### config.mk
export PLATFORM = sky130hd
export DESIGN_NAME = ptlb_lookup
export DESIGN_NICKNAME = d
export VERILOG_FILES = /design/src/rtl/ptlb_pkg.sv /design/src/rtl/ptlb_store.sv /design/src/rtl/ptlb_match.sv /design/src/rtl/ptlb_select.sv /design/src/rtl/ptlb_lookup.sv
export SDC_FILE = /design/constraint.sdc
export NUM_CORES = 2
export LEC_CHECK = 0
export ABC_AREA = 1
export BUFFER_PORTS_ARGS = -buffer_cell sky130_fd_sc_hd__buf_2
export CELL_PAD_IN_SITES_DETAIL_PLACEMENT = 0
export CELL_PAD_IN_SITES_GLOBAL_PLACEMENT = 2
export CORE_MARGIN = 2
export CORE_UTILIZATION = 32
export CTS_CLUSTER_DIAMETER = 60
export DETAILED_ROUTE_END_ITERATION = 7
export PLACE_DENSITY = 0.76
export SLEW_MARGIN = 15
export SYNTH_ARGS = -nofsm -noshare
export SYNTH_HDL_FRONTEND = slang
export SYNTH_SLANG_ARGS = --single-unit
### constraint.sdc
create_clock -name clk -period 6.5 [get_ports clk]
set_input_delay 1.95 -clock clk [delete_from_list [all_inputs] [get_ports clk]]
set_output_delay 1.95 -clock clk [all_outputs]
set_load 0.05 [all_outputs]
### src/rtl/ptlb_pkg.sv
// Shared definitions for the paired-page translation lookup.
// Assumes: result codes are consumed as a 3-bit field by the caller.
package ptlb_pkg;
    typedef enum logic [2:0] {
        RES_HIT      = 3'd0,
        RES_MISS     = 3'd1,
        RES_INVALID  = 3'd2,
        RES_MODIFIED = 3'd3
    } ptlb_res_e;
endpackage

### src/rtl/ptlb_store.sv
// Entry storage: NUM_ENT entries loaded one per cycle through a write port.
// Assumes: wr_idx < NUM_ENT; readers see registered contents only.
module ptlb_store #(
    parameter int NUM_ENT = 16,
    parameter int TAG_W   = 19,
    parameter int PFN_W   = 20,
    parameter int ASID_W  = 8,
    localparam int IDX_W  = $clog2(NUM_ENT)
) (
    input  logic              clk,
    input  logic              rst_n,
    input  logic              wr_en,
    input  logic [IDX_W-1:0]  wr_idx,
    input  logic [TAG_W-1:0]  wr_tag,
    input  logic [TAG_W-1:0]  wr_mask,
    input  logic [ASID_W-1:0] wr_asid,
    input  logic              wr_global,
    input  logic [PFN_W-1:0]  wr_pfn_even,
    input  logic              wr_v_even,
    input  logic              wr_d_even,
    input  logic [PFN_W-1:0]  wr_pfn_odd,
    input  logic              wr_v_odd,
    input  logic              wr_d_odd,
    output logic [TAG_W-1:0]  tag_q   [NUM_ENT],
    output logic [TAG_W-1:0]  mask_q  [NUM_ENT],
    output logic [ASID_W-1:0] asid_q  [NUM_ENT],
    output logic              glob_q  [NUM_ENT],
    output logic [PFN_W-1:0]  pfn0_q  [NUM_ENT],
    output logic              v0_q    [NUM_ENT],
    output logic              d0_q    [NUM_ENT],
    output logic [PFN_W-1:0]  pfn1_q  [NUM_ENT],
    output logic              v1_q    [NUM_ENT],
    output logic              d1_q    [NUM_ENT]
);
    for (genvar g = 0; g < NUM_ENT; g++) begin : g_ent
        // Clear the entry on reset, replace it whole when addressed.
        always_ff @(posedge clk) begin
            if (!rst_n) begin
                tag_q[g]  <= '0;
                mask_q[g] <= '0;
                asid_q[g] <= '0;
                glob_q[g] <= 1'b0;
                pfn0_q[g] <= '0;
                v0_q[g]   <= 1'b0;
                d0_q[g]   <= 1'b0;
                pfn1_q[g] <= '0;
                v1_q[g]   <= 1'b0;
                d1_q[g]   <= 1'b0;
            end else if (wr_en && (wr_idx == IDX_W'(g))) begin
                tag_q[g]  <= wr_tag;
                mask_q[g] <= wr_mask;
                asid_q[g] <= wr_asid;
                glob_q[g] <= wr_global;
                pfn0_q[g] <= wr_pfn_even;
                v0_q[g]   <= wr_v_even;
                d0_q[g]   <= wr_d_even;
                pfn1_q[g] <= wr_pfn_odd;
                v1_q[g]   <= wr_v_odd;
                d1_q[g]   <= wr_d_odd;
            end
        end
    end
endmodule

### src/rtl/ptlb_match.sv
// Per-entry compare: masked tag equality, address-space check, half select.
// Assumes: mask fields are a contiguous run of ones from bit 0.
module ptlb_match #(
    parameter int NUM_ENT = 16,
    parameter int ADDR_W  = 32,
    parameter int MIN_PG  = 12,
    parameter int ASID_W  = 8,
    localparam int OFF_W  = MIN_PG + 1,
    localparam int TAG_W  = ADDR_W - OFF_W
) (
    input  logic [ADDR_W-1:0] va,
    input  logic [ASID_W-1:0] cur_asid,
    input  logic [TAG_W-1:0]  tag_q  [NUM_ENT],
    input  logic [TAG_W-1:0]  mask_q [NUM_ENT],
    input  logic [ASID_W-1:0] asid_q [NUM_ENT],
    input  logic              glob_q [NUM_ENT],
    output logic              hit    [NUM_ENT],
    output logic              odd    [NUM_ENT]
);
    for (genvar g = 0; g < NUM_ENT; g++) begin : g_cmp
        logic [ADDR_W-1:0] emask;
        logic              tag_eq;
        logic              asid_ok;
        // Compare tag outside the mask, qualify by address space, pick half.
        always_comb begin
            emask   = {mask_q[g], {OFF_W{1'b1}}};
            tag_eq  = (((va[ADDR_W-1:OFF_W] ^ tag_q[g]) & ~mask_q[g]) == '0);
            asid_ok = glob_q[g] || (asid_q[g] == cur_asid);
            hit[g]  = tag_eq && asid_ok;
            odd[g]  = |(va & emask & ~(emask >> 1));
        end
    end
endmodule

### src/rtl/ptlb_select.sv
// Priority pick of the lowest found entry and outcome formation.
// Assumes: frame numbers of large pages carry zeros below the page size.
module ptlb_select #(
    parameter int NUM_ENT = 16,
    parameter int ADDR_W  = 32,
    parameter int MIN_PG  = 12,
    localparam int OFF_W  = MIN_PG + 1,
    localparam int TAG_W  = ADDR_W - OFF_W,
    localparam int PFN_W  = ADDR_W - MIN_PG,
    localparam int IDX_W  = $clog2(NUM_ENT)
) (
    input  logic [ADDR_W-1:0] va,
    input  logic              is_write,
    input  logic              hit    [NUM_ENT],
    input  logic              odd    [NUM_ENT],
    input  logic [TAG_W-1:0]  mask_q [NUM_ENT],
    input  logic [PFN_W-1:0]  pfn0_q [NUM_ENT],
    input  logic              v0_q   [NUM_ENT],
    input  logic              d0_q   [NUM_ENT],
    input  logic [PFN_W-1:0]  pfn1_q [NUM_ENT],
    input  logic              v1_q   [NUM_ENT],
    input  logic              d1_q   [NUM_ENT],
    output logic [ADDR_W-1:0] pa,
    output logic              rd_ok,
    output logic              wr_ok,
    output ptlb_pkg::ptlb_res_e result
);
    import ptlb_pkg::*;

    logic             found;
    logic [IDX_W-1:0] win;
    logic             h_odd, h_v, h_d;
    logic [PFN_W-1:0] h_pfn;
    logic [ADDR_W-1:0] off_mask;

    // Lowest index wins: scan downward so the last assignment is the lowest.
    always_comb begin
        found = 1'b0;
        win   = '0;
        for (int i = NUM_ENT - 1; i >= 0; i--) begin
            if (hit[i]) begin
                found = 1'b1;
                win   = IDX_W'(i);
            end
        end
    end

    // Fetch the chosen half and build the outcome.
    always_comb begin
        h_odd    = odd[win];
        h_v      = h_odd ? v1_q[win]   : v0_q[win];
        h_d      = h_odd ? d1_q[win]   : d0_q[win];
        h_pfn    = h_odd ? pfn1_q[win] : pfn0_q[win];
        off_mask = {1'b0, mask_q[win], {MIN_PG{1'b1}}};
        pa       = '0;
        rd_ok    = 1'b0;
        wr_ok    = 1'b0;
        if (!found) begin
            result = RES_MISS;
        end else if (!h_v) begin
            result = RES_INVALID;
        end else if (is_write && !h_d) begin
            result = RES_MODIFIED;
        end else begin
            result = RES_HIT;
            pa     = {h_pfn, {MIN_PG{1'b0}}} | (va & off_mask);
            rd_ok  = 1'b1;
            wr_ok  = h_d;
        end
    end
endmodule

### src/rtl/ptlb_lookup.sv
// Top: paired-page translation lookup with an entry write port.
// Assumes: lookup inputs are stable for the cycle; results are combinational.
module ptlb_lookup #(
    parameter int NUM_ENT = 16,
    parameter int ADDR_W  = 32,
    parameter int MIN_PG  = 12,
    parameter int ASID_W  = 8,
    localparam int TAG_W  = ADDR_W - MIN_PG - 1,
    localparam int PFN_W  = ADDR_W - MIN_PG,
    localparam int IDX_W  = $clog2(NUM_ENT)
) (
    input  logic              clk,
    input  logic              rst_n,
    input  logic [ADDR_W-1:0] lk_va,
    input  logic              lk_write,
    input  logic [ASID_W-1:0] lk_asid,
    output logic [ADDR_W-1:0] lk_pa,
    output logic              lk_rd_ok,
    output logic              lk_wr_ok,
    output logic [2:0]        lk_result,
    input  logic              wr_en,
    input  logic [IDX_W-1:0]  wr_idx,
    input  logic [TAG_W-1:0]  wr_tag,
    input  logic [TAG_W-1:0]  wr_mask,
    input  logic [ASID_W-1:0] wr_asid,
    input  logic              wr_global,
    input  logic [PFN_W-1:0]  wr_pfn_even,
    input  logic              wr_v_even,
    input  logic              wr_d_even,
    input  logic [PFN_W-1:0]  wr_pfn_odd,
    input  logic              wr_v_odd,
    input  logic              wr_d_odd
);
    logic [TAG_W-1:0]  tag_q  [NUM_ENT];
    logic [TAG_W-1:0]  mask_q [NUM_ENT];
    logic [ASID_W-1:0] asid_q [NUM_ENT];
    logic              glob_q [NUM_ENT];
    logic [PFN_W-1:0]  pfn0_q [NUM_ENT];
    logic              v0_q   [NUM_ENT];
    logic              d0_q   [NUM_ENT];
    logic [PFN_W-1:0]  pfn1_q [NUM_ENT];
    logic              v1_q   [NUM_ENT];
    logic              d1_q   [NUM_ENT];
    logic              hit    [NUM_ENT];
    logic              odd    [NUM_ENT];
    ptlb_pkg::ptlb_res_e res;

    ptlb_store #(.NUM_ENT(NUM_ENT), .TAG_W(TAG_W), .PFN_W(PFN_W), .ASID_W(ASID_W)) u_store (
        .clk(clk), .rst_n(rst_n), .wr_en(wr_en), .wr_idx(wr_idx),
        .wr_tag(wr_tag), .wr_mask(wr_mask), .wr_asid(wr_asid), .wr_global(wr_global),
        .wr_pfn_even(wr_pfn_even), .wr_v_even(wr_v_even), .wr_d_even(wr_d_even),
        .wr_pfn_odd(wr_pfn_odd), .wr_v_odd(wr_v_odd), .wr_d_odd(wr_d_odd),
        .tag_q(tag_q), .mask_q(mask_q), .asid_q(asid_q), .glob_q(glob_q),
        .pfn0_q(pfn0_q), .v0_q(v0_q), .d0_q(d0_q),
        .pfn1_q(pfn1_q), .v1_q(v1_q), .d1_q(d1_q)
    );

    ptlb_match #(.NUM_ENT(NUM_ENT), .ADDR_W(ADDR_W), .MIN_PG(MIN_PG), .ASID_W(ASID_W)) u_match (
        .va(lk_va), .cur_asid(lk_asid),
        .tag_q(tag_q), .mask_q(mask_q), .asid_q(asid_q), .glob_q(glob_q),
        .hit(hit), .odd(odd)
    );

    ptlb_select #(.NUM_ENT(NUM_ENT), .ADDR_W(ADDR_W), .MIN_PG(MIN_PG)) u_select (
        .va(lk_va), .is_write(lk_write), .hit(hit), .odd(odd), .mask_q(mask_q),
        .pfn0_q(pfn0_q), .v0_q(v0_q), .d0_q(d0_q),
        .pfn1_q(pfn1_q), .v1_q(v1_q), .d1_q(d1_q),
        .pa(lk_pa), .rd_ok(lk_rd_ok), .wr_ok(lk_wr_ok), .result(res)
    );

    // Present the outcome code as a plain field.
    always_comb lk_result = res;
endmodule


==> report_table.html <==
<table>
<tr><th>Metric</th><th>Value</th></tr>
<tr><th colspan="2">Cells and area</th></tr>
<tr><td>Layout Nets</td><td>~11k</td></tr>
<tr><td>Sequential cell area</td><td>29150 um^2</td></tr>
<tr><td>Finished layout cell area</td><td>roughly 89000 um^2</td></tr>
<tr><td>Fraction of layout instances using a drive strength above 1</td><td>approximately 17%</td></tr>
<tr><td>Area taken by multi-input logic gates</td><td>~37000 um^2</td></tr>
<tr><td>P&amp;R area growth vs syn</td><td>28.02%</td></tr>
<tr><td>Filler cell count in the final layout</td><td>approximately 23k</td></tr>
<tr><td>Final standard cell utilization of the core</td><td>41.21%</td></tr>
<tr><th colspan="2">STA</th></tr>
<tr><td>Fraction of the cycle the final worst path needs</td><td>125.0%</td></tr>
<tr><td>Final Hold Fails</td><td>0</td></tr>
<tr><td>Time the worst path needs with I/O delays and setup</td><td>roughly 8 ns</td></tr>
<tr><td>Number of pins with negative max-slew slack in the final report</td><td>0</td></tr>
<tr><td>Post-route worst setup slack</td><td>-1.624 ns</td></tr>
<tr><td>Measured slew at the worst slew-check pin</td><td>between 1 and 1.5 ns</td></tr>
<tr><td>Setup-violating endpoint count in the final report</td><td>36</td></tr>
<tr><td>Worst relative slew slack</td><td>just over 20%</td></tr>
<tr><td>Fmax</td><td>approximately 0.12 GHz</td></tr>
<tr><td>Clock skew after layout</td><td>0 ns</td></tr>
<tr><td>Setup repair after global routing missed its margin</td><td>yes</td></tr>
<tr><th colspan="2">Clock network</th></tr>
<tr><td>TritonCTS Sinks</td><td>approximately 1.5k</td></tr>
<tr><td>Post-CTS Hold Buffers</td><td>0</td></tr>
<tr><td>Number of buffers created by CTS</td><td>roughly 180</td></tr>
<tr><td>Maximum level of the CTS H-tree</td><td>4</td></tr>
<tr><td>Clock insertion delay at the later pin of the skew report</td><td>0.85 ns</td></tr>
<tr><td>Clock-pin transition on the worst setup and hold timing paths</td><td>~0.060 ns</td></tr>
<tr><td>Clock tree root buffer cell</td><td>clkbuf_16</td></tr>
<tr><td>Maximum root-to-sink buffer count</td><td>3</td></tr>
<tr><td>CTS tree</td><td>yes</td></tr>
<tr><th colspan="2">Logic synthesis</th></tr>
<tr><td>Prevailing post-synth register cell</td><td>dfxtp_1</td></tr>
<tr><td>Mapped Area</td><td>approximately 70000 um^2</td></tr>
<tr><td>Cell count after synthesis</td><td>roughly 10k</td></tr>
<tr><td>Most frequent cells after synthesis</td><td>nor2_1, o21ai_0, nand2_1</td></tr>
<tr><td>Post-synth ARST share</td><td>0%</td></tr>
<tr><td>Number of distinct library cell variants in the gate-level netlist after synthesis</td><td>60</td></tr>
<tr><td>Share of the yosys chip area belonging to registers</td><td>41.74%</td></tr>
<tr><td>Synth warn</td><td>0</td></tr>
<tr><td>Nets in the synthesized netlist</td><td>about 11k</td></tr>
<tr><td>Count of state elements after synthesis</td><td>between 1k and 1.5k</td></tr>
<tr><td>Average cell area after synthesis</td><td>roughly 6.7 um^2</td></tr>
<tr><td>Most common cell in the synthesized netlist</td><td>nor2_1</td></tr>
<tr><td>Number of enable-type register cells in the synthesized netlist</td><td>0</td></tr>
<tr><td>Top area cells in the synthesized netlist</td><td>dfxtp_1, o21ai_0, nor2_1</td></tr>
<tr><td>Cell type contributing the most total cell area after synthesis</td><td>dfxtp_1</td></tr>
<tr><td>Share of the synthesized area in the top cell type</td><td>41.74%</td></tr>
<tr><th colspan="2">Floorplan</th></tr>
<tr><td>Horiz. Die Dim</td><td>roughly 470 um</td></tr>
<tr><td>Initial core utilization</td><td>approximately a third</td></tr>
<tr><td>I/O pins</td><td>around 180</td></tr>
<tr><td>Vertical extent of the die</td><td>between 400 and 500 um</td></tr>
<tr><td>Die footprint</td><td>about 220000 um^2</td></tr>
<tr><td>Core ar.</td><td>around 220000 um^2</td></tr>
<tr><td>Standard-cell rows</td><td>171</td></tr>
<tr><th colspan="2">Worst setup path</th></tr>
<tr><td>Highest-delay cell along the critical path</td><td>nor2_4</td></tr>
<tr><td>Maximum fanout along the worst path</td><td>8</td></tr>
<tr><td>Worst Setup End Kind</td><td>output port</td></tr>
<tr><td>Worst endpoint required time</td><td>~4.6 ns</td></tr>
<tr><td>CP Class</td><td>primary input to output port</td></tr>
<tr><td>Crit path arrival time</td><td>slightly above 6 ns</td></tr>
<tr><td>Slowest Stage Delay on Critical Path</td><td>roughly 0.24 ns</td></tr>
<tr><td>Critical Path Most Common Cell</td><td>buf_12</td></tr>
<tr><td>Number of cells on the worst reg-to-reg path</td><td>3</td></tr>
<tr><td>CP startpoint kind</td><td>primary input</td></tr>
<tr><th colspan="2">Place</th></tr>
<tr><td>RePlAce Congestion</td><td>just under 1</td></tr>
<tr><td>Number of buffers inserted by port buffering</td><td>between 150 and 200</td></tr>
<tr><td>Post-DP HPWL</td><td>around 240000 um</td></tr>
<tr><td>DP Area</td><td>78700 um^2</td></tr>
<tr><td>Post-placement setup slack</td><td>-2.780 ns</td></tr>
<tr><th colspan="2">Global routing</th></tr>
<tr><td>First-pass GRT wire length</td><td>526000 um</td></tr>
<tr><td>Pin count of the biggest net entering global routing</td><td>around 160</td></tr>
<tr><td>GR Overflow Total</td><td>0</td></tr>
<tr><td>All-layer global routing usage</td><td>32.34%</td></tr>
<tr><td>Via count of the first global-routing pass</td><td>69.95k</td></tr>
<tr><td>Antenna violations before repair</td><td>41</td></tr>
<tr><th colspan="2">Detailed routing</th></tr>
<tr><td>Final wirelength</td><td>approximately 380000 um</td></tr>
<tr><td>DRC errors left</td><td>0</td></tr>
<tr><td>Detailed-route wire length per cell</td><td>27.09 um</td></tr>
<tr><td>Detail Route Antenna Nets</td><td>0</td></tr>
<tr><td>Number of vias after detailed routing</td><td>75.88k</td></tr>
<tr><td>First-iteration detailed-routing DRC count</td><td>between 8k and 9k</td></tr>
<tr><td>Via density per instance</td><td>5.478</td></tr>
<tr><td>Number of search-and-repair iterations in the first detailed-routing pass</td><td>8</td></tr>
<tr><th colspan="2">Min path</th></tr>
<tr><td>Hold Path Depth</td><td>2</td></tr>
<tr><td>Type of the most critical hold path</td><td>register to register</td></tr>
<tr><th colspan="2">Status</th></tr>
<tr><td>Status</td><td>finished, violations left</td></tr>
<tr><td>Violated checks</td><td>negative setup slack</td></tr>
<tr><th colspan="2">Power</th></tr>
<tr><td>Power per unit of standard cell area</td><td>~250 nW/um^2</td></tr>
<tr><td>Leakage power total</td><td>around 36 nW</td></tr>
<tr><td>Peak ir drop on the vdd network</td><td>around 0.00028 V</td></tr>
<tr><th colspan="2">Flow run</th></tr>
<tr><td>Max_cap viols</td><td>0</td></tr>
</table>
-- final cells by class --
cell class              count  share of cell area (%)
well taps                2854                   3.994
flip-flops and latches   1456                   32.60
diodes                     12                 0.03359
inverters                 553                   2.429
clock buffers             273                   6.100
multi-input cells        7575                   41.08
repair buffers           1068                   12.99
clock inverters            61                  0.7683
-- placed cells by master, fill, tap and decap left out, types with 31 or more instances in the layout --
cell type  instances
nand2_2           99
inv_1            508
buf_6             76
buf_2            124
buf_12           196
buf_4            601
clkbuf_16        204
nor2_4            55
nand3_2           83
clkbuf_1          42
xnor2_1           88
dfxtp_1         1456
nor2_1          2194
nand2_1         1362
o211ai_1          69
clkbuf_8          43
nand3_1          442
o21ai_0         1704
xor2_1            40
a31oi_1           36
o21ai_1          128
o2111ai_1         31
nand4_1           54
nand2_4           50
a21oi_1          757
nor3_1           127
-- metrics by stage --
stage | hold slack, ns | power, W | cells | TNS [ns]
3_3_place_gp | 0.4329 | 0.01146 | 13370 | -109.44
5_1_grt | 0.4592 | 0.02263 | 13850 | -58.91
3_5_place_dp | 0.4366 | 0.01147 | 13380 | -92.28
6_report | 0.4456 | 0.02200 | 13850 | -55.31
4_1_cts | 0.4458 | 0.02201 | 13800 | -54.76
2_1_floorplan | 0.4237 | 0.01040 | 10450 | -7.637
-- worst max-delay path, delay by kind of cell --
family / cells / cell delay, ns
simple gates: 15 / 1.90
buf+inv: 11 / 1.66
compound gates: 3 / 0.43
xor+xnor: 1 / 0.19
-- where the power goes --
| part | switching [W] | internal [W] | total [W] |
|---|---|---|---|
| registers | 0.000121 | 0.00912 | 0.00925 |
| clock network | 0.00442 | 0.00610 | 0.0105 |
| logic | 0.00154 | 0.000684 | 0.00223 |
-- kinds of logic (layout without fill, tap and decap cells) --
kind of cell              Yosys count  after routing  synth area share [%]
and+or+nand+nor                  4579           4579                 26.44
AOI/OAI and AO/OA                2864           2864                 21.52
DFF                              1456           1456                 41.74
buffers and inverters            1419           1955                 8.656
xor gates and xnor gates          131            131                 1.643
other                               1             13              0.005370
-- flip-flops by register name (all words and copies together) (netlist names) --
signal / flops
u_store.asid_q: 128
u_store.d0_q: 16
u_store.d1_q: 16
u_store.glob_q: 16
u_store.mask_q: 304
u_store.pfn0_q: 320
u_store.pfn1_q: 320
u_store.tag_q: 304
u_store.v0_q: 16
u_store.v1_q: 16
-- final timing paths --
kind,from,to,slack (ns)
max,lk_va[17],lk_pa[18],-1.62
min,u_store.pfn1_q[70]$_SDFFE_PN0P_,u_store.pfn1_q[70]$_SDFFE_PN0P_,0.45
max reg2reg,u_store.mask_q[94]$_SDFFE_PN0P_,u_store.mask_q[94]$_SDFFE_PN0P_,5.51
min reg2reg,u_store.pfn1_q[70]$_SDFFE_PN0P_,u_store.pfn1_q[70]$_SDFFE_PN0P_,0.45
-- metal layers --
metal  global-route usage [%]  part of all wire, %  vias up
met1                    42.19                   42    36580
met4                    16.83                  5.8       12
met3                    4.814                  7.0      792
li1                         -                    -    35210
met5                        0                0.019        -
met2                    51.61                   45     3287
-- repair_timing --
action | CTS | global route
buffers inserted | 63 | 36
gates cloned | 26 | 16
pin swaps | 72 | 138
gates resized for setup | 356 | 312
endpoints found under the setup margin | 36 | 36
(Power assumes the default switching activity.)
